--- config.mk ---
export PLATFORM = sky130hd
export DESIGN_NAME = accel_ctrl_regs
export DESIGN_NICKNAME = d
export VERILOG_FILES = /design/src/rtl/accel_ctrl_regs.sv
export SDC_FILE = /design/constraint.sdc
export NUM_CORES = 1
export LEC_CHECK = 0
export BUFFER_PORTS_ARGS = -buffer_cell sky130_fd_sc_hd__buf_2
export CAP_MARGIN = 20
export CORE_UTILIZATION = 35
export CTS_CLUSTER_DIAMETER = 150
export DETAILED_ROUTE_END_ITERATION = 10
export HOLD_SLACK_MARGIN = 0.05
export PLACE_DENSITY = 0.76
export SLEW_MARGIN = 20
export SYNTH_ARGS = -nofsm -noshare
export SYNTH_HDL_FRONTEND = slang
export SYNTH_SLANG_ARGS = --single-unit
--- constraint.sdc ---
create_clock -name clk -period 1.55 [get_ports clk]
set_clock_uncertainty 0.05 [all_clocks]
set_input_delay 0.31 -clock clk [delete_from_list [all_inputs] [get_ports clk]]
set_output_delay 0.31 -clock clk [all_outputs]
set_load 0.005 [all_outputs]
--- src/rtl/accel_ctrl_regs.sv ---
module accel_ctrl_regs #(
  parameter int ADDR_W = 6,
  parameter int DATA_W = 32
) (
  input  logic                  clk,
  input  logic                  rst_n,
  input  logic [ADDR_W-1:0]     s_awaddr,
  input  logic                  s_awvalid,
  output logic                  s_awready,
  input  logic [DATA_W-1:0]     s_wdata,
  input  logic [DATA_W/8-1:0]   s_wstrb,
  input  logic                  s_wvalid,
  output logic                  s_wready,
  output logic [1:0]            s_bresp,
  output logic                  s_bvalid,
  input  logic                  s_bready,
  input  logic [ADDR_W-1:0]     s_araddr,
  input  logic                  s_arvalid,
  output logic                  s_arready,
  output logic [DATA_W-1:0]     s_rdata,
  output logic [1:0]            s_rresp,
  output logic                  s_rvalid,
  input  logic                  s_rready,
  output logic                  eng_start,
  input  logic                  eng_done,
  input  logic                  eng_idle,
  input  logic                  eng_ready
);

  localparam int IDX_W  = ADDR_W - 2;
  localparam int STRB_W = DATA_W / 8;
  localparam logic [IDX_W-1:0] W_CTRL = IDX_W'(0);
  localparam logic [IDX_W-1:0] W_GIE  = IDX_W'(1);
  localparam logic [IDX_W-1:0] W_IER  = IDX_W'(2);
  localparam logic [IDX_W-1:0] W_ISR  = IDX_W'(3);

  logic             aw_got, w_got, bvalid_q, rvalid_q;
  logic [IDX_W-1:0] aw_idx_q;
  logic [7:0]       w_byte_q;
  logic             w_en_q;
  logic [DATA_W-1:0] rdata_q, rd_mux;
  logic             start_q, done_q, auto_q, gie_q;
  logic [1:0]       ier_q;

  logic unused_bits;
  assign unused_bits = ^{s_awaddr[1:0], s_araddr[1:0], s_wdata[DATA_W-1:8], s_wstrb[STRB_W-1:1]};

  // write channel
  assign s_awready = ~aw_got & ~bvalid_q;
  assign s_wready  = ~w_got & ~bvalid_q;
  assign s_bvalid  = bvalid_q;
  assign s_bresp   = 2'b00;

  logic aw_fire, w_fire, wr_go, wr_lo, wr_ctrl, set_start;
  assign aw_fire   = s_awvalid & s_awready;
  assign w_fire    = s_wvalid & s_wready;
  assign wr_go     = aw_got & w_got & ~bvalid_q;
  assign wr_lo     = wr_go & w_en_q;
  assign wr_ctrl   = wr_lo && (aw_idx_q == W_CTRL);
  assign set_start = wr_ctrl & w_byte_q[0];

  always_ff @(posedge clk or negedge rst_n) begin
    if (!rst_n) begin
      aw_got   <= 1'b0;
      w_got    <= 1'b0;
      bvalid_q <= 1'b0;
      aw_idx_q <= '0;
      w_byte_q <= '0;
      w_en_q   <= 1'b0;
    end else begin
      if (aw_fire) begin
        aw_got   <= 1'b1;
        aw_idx_q <= s_awaddr[ADDR_W-1:2];
      end
      if (w_fire) begin
        w_got    <= 1'b1;
        w_byte_q <= s_wdata[7:0];
        w_en_q   <= s_wstrb[0];
      end
      if (wr_go) begin
        aw_got   <= 1'b0;
        w_got    <= 1'b0;
        bvalid_q <= 1'b1;
      end else if (bvalid_q && s_bready) begin
        bvalid_q <= 1'b0;
      end
    end
  end

  // control state
  logic handshake;
  assign handshake = start_q & eng_ready;
  assign eng_start = start_q;

  always_ff @(posedge clk or negedge rst_n) begin
    if (!rst_n) begin
      start_q <= 1'b0;
      auto_q  <= 1'b0;
      gie_q   <= 1'b0;
      ier_q   <= 2'b00;
    end else begin
      if (set_start)      start_q <= 1'b1;
      else if (handshake) start_q <= auto_q;
      if (wr_ctrl) auto_q <= w_byte_q[7];
      if (wr_lo && aw_idx_q == W_GIE) gie_q <= w_byte_q[0];
      if (wr_lo && aw_idx_q == W_IER) ier_q <= w_byte_q[1:0];
    end
  end

  // read channel
  logic [IDX_W-1:0] rd_idx;
  logic ar_fire, done_clr;
  assign rd_idx    = s_araddr[ADDR_W-1:2];
  assign s_arready = ~rvalid_q;
  assign ar_fire   = s_arvalid & s_arready;
  assign done_clr  = ar_fire && (rd_idx == W_CTRL) && done_q;
  assign s_rvalid  = rvalid_q;
  assign s_rdata   = rdata_q;
  assign s_rresp   = 2'b00;

  always_comb begin
    rd_mux = '0;
    case (rd_idx)
      W_CTRL: begin
        rd_mux[0] = start_q;
        rd_mux[1] = done_q;
        rd_mux[2] = eng_idle;
        rd_mux[3] = eng_ready;
        rd_mux[7] = auto_q;
      end
      W_GIE:   rd_mux[0]   = gie_q;
      W_IER:   rd_mux[1:0] = ier_q;
      W_ISR:   rd_mux      = '0;
      default: rd_mux      = '0;
    endcase
  end

  always_ff @(posedge clk or negedge rst_n) begin
    if (!rst_n) begin
      rvalid_q <= 1'b0;
      rdata_q  <= '0;
      done_q   <= 1'b0;
    end else begin
      if (ar_fire) begin
        rvalid_q <= 1'b1;
        rdata_q  <= rd_mux;
      end else if (rvalid_q && s_rready) begin
        rvalid_q <= 1'b0;
      end
      if (eng_done)      done_q <= 1'b1;
      else if (done_clr) done_q <= 1'b0;
    end
  end

  // assertions
  p_start_set_r2: assert property (@(posedge clk) disable iff (!rst_n)
    set_start |=> start_q);
  p_start_drop_r3: assert property (@(posedge clk) disable iff (!rst_n)
    handshake && !auto_q && !set_start |=> !start_q);
  p_start_fall_r3: assert property (@(posedge clk) disable iff (!rst_n)
    $fell(start_q) |-> $past(eng_ready));
  p_auto_hold_r4: assert property (@(posedge clk) disable iff (!rst_n)
    handshake && auto_q |=> start_q);
  p_done_set_r5: assert property (@(posedge clk) disable iff (!rst_n)
    eng_done |=> done_q);
  p_done_clr_r6: assert property (@(posedge clk) disable iff (!rst_n)
    done_clr && !eng_done |=> !done_q);
  p_done_hold_r6: assert property (@(posedge clk) disable iff (!rst_n)
    done_q && !done_clr |=> done_q);
  p_inert_r8: assert property (@(posedge clk) disable iff (!rst_n)
    wr_lo && aw_idx_q != W_CTRL && !handshake |=> $stable(start_q));
  p_resv_zero_r9: assert property (@(posedge clk) disable iff (!rst_n)
    s_rvalid |-> s_rdata[DATA_W-1:8] == '0);
  p_rhold_r10: assert property (@(posedge clk) disable iff (!rst_n)
    s_rvalid && !s_rready |=> s_rvalid && $stable(s_rdata));
  p_bhold_r10: assert property (@(posedge clk) disable iff (!rst_n)
    s_bvalid && !s_bready |=> s_bvalid);

endmodule

; Word-level counts from Yosys, hierarchy flattened
; Cells that the tools add are included.
[classes]
reduce_logical = 15
n_eq_ne = 4
n_bitwise = 14
mux = 16
[op_table]
columns = operator, count
row1 = two-way mux 1 bit, 13
row2 = nonzero test 2 bit, 6
row3 = bitwise AND 1 bit, 10
row4 = equality test 4 x 1 -> 1 bit (second input constant), 2
row5 = equality test 4 x 2 -> 1 bit (second input constant), 2
row6 = zero test 4 bit, 2
row7 = logical AND 1 bit, 7
row8 = inverter 1 bit, 4
row9 = case mux 1 bit (3 select lines), 1
row10 = two-way mux 2 bit, 1
row11 = case mux 1 bit (2 select lines), 1
[totals]
word_cells = 62
inputBits = 58
ff_bits = 28

; Longest topological paths before layout
[logic_depth]
word_depth = 6
ltp_mapped = 4
mapped_depth_nobuf = 3

; Worst setup path after synthesis
; Ideal clock, no wire load.
[synth_timing]
kind = register to register
startpoint = register aw_idx_q[1]
endpoint = register auto_q
period_less_slack_ps = 1546
path_buffers = 0
path_stages_with_launch = 4
path_slack_ps = 4
arrival_time_ps = 1368
setup_time_ps = 128
cell_sequence = dfrtp_1 -> or4b_4 -> nor3_4 -> mux2_1
[synth_via]
elab_chain_cells = 2
[synth_rtl]
columns = element, line_no
row1 = "start, declared", 38  ; logic [IDX_W-1:0] aw_idx_q;
row2 = "start signal, assigned", 73  ; aw_idx_q <= s_awaddr[ADDR_W-1:2];
row3 = zero test 4 bit, 59  ; assign wr_ctrl = wr_lo && (aw_idx_q == W_CTRL);
row4 = logical AND 1 bit, 59
row5 = "end signal, assigned", 104  ; if (wr_ctrl) auto_q <= w_byte_q[7];
row6 = "end, declared", 42  ; logic start_q, done_q, auto_q, gie_q;
; No other way between the ends.
; A chain may end at the register's enable or synchronous reset.

; Final worst setup path
; Ends and elaborated chain as after synthesis.

==> impl_metrics.ini <==
[sta]
relSlewSlack_pct = 66.17
setup_viol = 2
rsz0062_at_grt = true
finalHoldViolCount = 0
maxSlewViolCount = 0
tightest_slew_ns = 0.5074
layout_setup_ws_ns = -0.04161
finalCriticalPeriod_ns = 1.592
fin_crit_sh_pct = 102.7
fmax_mhz = 628.3

[critical_path]
cp.required_ns = 1.71
reg2regPathDepth = 3
cp_num_cells = 3
crit_chain = or4b_4, nor3_4, mux2_4
worst-setup-path-type = reg2reg
cp.arrival_ns = 1.75
cp-end-kind = flip-flop
slowest_delay_ns = 0.56
crit_buf_inv = 0
cp_slowest_cell = or4b_4
startpoint_type = flip-flop
crit_family = simple AND/OR/NAND/NOR gates
crit_fanout = 2

[power]
p_total_mw = 1.857
p_leak_nw = 0.7558
p_per_area_nw_per_um2 = 1313
irDropWorstVdd_mv = 0.9447

[final_layout]
area.growth.synth_to_final_pct = 14.72
fin_util_pct = 42.04
layout-drive-gt1-share_pct = 38.10
nets = 206
fillCellCount = 349
insertedDiodeCount = 0

[clock_network]
cts_tree = done
insertion_delay_ns = 0.31
cts_buffers = 3
clock_tree.root_cell = clkbuf_4
clkTransAtPathRegs_ns = 0.12
cts_sinks = 23
clockBufferDepth = 2
cts_htree_levels = 1

[routing]
drt_iter0_drc = 45
vias = 795
wl_per_cell_um = 9.845
drcViolationCount = 0
ant_nets = 0
finalWirelength_mm = 1.900
vias_per_cell = 4.119
drt_pass1_iterations = 4

[synthesis]
yosysTopAreaCell = dfrtp_1
syn_area_per_cell_um2 = 11.63
synth_seq_area_share_pct = 46.70
yosysWarnings = 0
synth_top_area_share_pct = 46.70
netlist_instances = 106
syn_area_um2 = 1232
synth_cell_types = 26
yosys_register_bits = 23
yosys-top-cells-area = dfrtp_1 (47%), buf_4 (19%), mux2_2 (7.3%), mux2_1 (3.7%), a22o_1 (2.8%)

[floorplanning]
core_area_um2 = 3363
floorplan.initialDensity_pct = 36.64
num_rows = 21
ioPinCount = 100
die_y_um = 61.34
die_x_um = 61.34
die-area_um2 = 3763

[place]
place_congestion = 0.7174
hpwl_mm = 1.459
portBuffers = 32

[run_status]
failed_checks = setup timing
status = finished, violations left

[grt]
first_global_vias = 696
grt_usage_pct = 11.45
grt_pass1_wl_mm = 3.077
antenna_found_initial = 0
grt_overflow = 0
grt_max_degree = 24

[min_path]
hold_depth = 2
worstHoldPathType = in2reg

[run]
drv_cap = 0
## what timing repair did
action	CTS	global route
endpoints found under the setup margin	2	6
endpoints found under the hold margin	23	0
buffers inserted	0	1
gates resized for setup	1	1
hold buffers	1	0
## cell usage after synthesis
cell type,number
buf_4,31
dfrtp_1,23
mux2_2,8
a22o_1,4
inv_1,4
mux2_1,4
nor2b_1,4
mux2i_1,2
nand2_1,2
nand2b_1,2
nor2_1,2
nor3_1,2
nor3_2,2
o21a_1,2
o21ai_0,2
or3_1,2
a211o_1,1
clkbuf_1,1
conb_1,1
nand3b_1,1
nand3b_4,1
nor3_4,1
nor4bb_1,1
o21bai_1,1
o31ai_1,1
or4b_4,1
## report_power, final
group	leakage (nW)	switching, mW	internal, mW
clock network	0.0150	0.174	0.100
logic	0.453	0.238	0.384
registers	0.287	0.165	0.796
## per-stage QoR
step                setup WS [ns]  cells  hold WS, ns  cell area, µm²  setup TNS [ns]
floorplan                0.004442    136     -0.03559            1345               0
global placement         -0.03010    187       0.2590            1364        -0.03375
detailed placement       -0.04353    187       0.2689            1364        -0.05575
CTS                      -0.05482    192      0.09682            1404        -0.08600
global route              -0.1091    193      0.09443            1414         -0.1791
finish                   -0.04161    193       0.1075            1414        -0.06365
## state kept, by name, summed over array words and instances, names as in the netlist, 2 cells and up
register	flops
aw_idx_q	4
ier_q	2
s_rdata	5
w_byte_q	3
## cell usage in the layout, fill, tap and decap left out, types with 2 or more instances in the layout
master	netlist	final
buf_2	0	32
conb_1	1	31
dfrtp_1	23	23
mux2_2	8	8
buf_4	31	6
inv_1	4	4
a22o_1	4	4
nor2b_1	4	3
mux2_1	4	3
clkbuf_4	0	3
nor2_1	2	2
nand2b_1	2	2
or3_1	2	2
nor3_2	2	2
mux2i_1	2	2
nand2_1	2	2
nor3_1	2	2
o21a_1	2	2
o21ai_0	2	2
## layer usage
metal	GRT usage (%)	vias up	share of wire, %
met3	5.252	2	12
met5	0	-	0
li1	-	379	-
met4	1.905	0	0.32
met1	14.30	359	47
met2	18.63	55	41
## layout make-up
cell class	instances	area (µm²)	area share, %
Clock buffer	4	26.28	1.858
Tap cell	46	57.56	4.071
Multi-Input combinational cell	77	524.3	37.08
Timing Repair Buffer	39	215.2	15.22
Inverter	4	15.01	1.062
Sequential cell	23	575.6	40.71
## final timing paths
path	startpoint	endpoint	slack [ns]
worst max-delay path	aw_idx_q[1]$_DFFE_PN0P_	auto_q$_DFFE_PN0P_	-0.04
worst min-delay path	s_bready	s_bvalid$_DFFE_PN0P_	0.11
max in group asynchronous	rst_n	w_byte_q[1]$_DFFE_PN0P_	0.68
worst min register to register	s_rdata[1]$_DFFE_PN0N_	s_rdata[1]$_DFFE_PN0N_	0.44
worst max register to register	aw_idx_q[1]$_DFFE_PN0P_	auto_q$_DFFE_PN0P_	-0.04
min in group asynchronous	rst_n	aw_idx_q[1]$_DFFE_PN0P_	0.44
## cells by family (layout without fill, tap and decap cells)
group | Yosys count | in the layout | synth area share, %
compound gates | 11 | 11 | 6.802
buf+inv | 36 | 47 | 20.41
flops | 23 | 23 | 46.70
mux | 14 | 14 | 12.59
other cells | 1 | 31 | 0.3043
simple gates | 21 | 21 | 13.20
No activity file was read; power rests on OpenSTA's default activity.
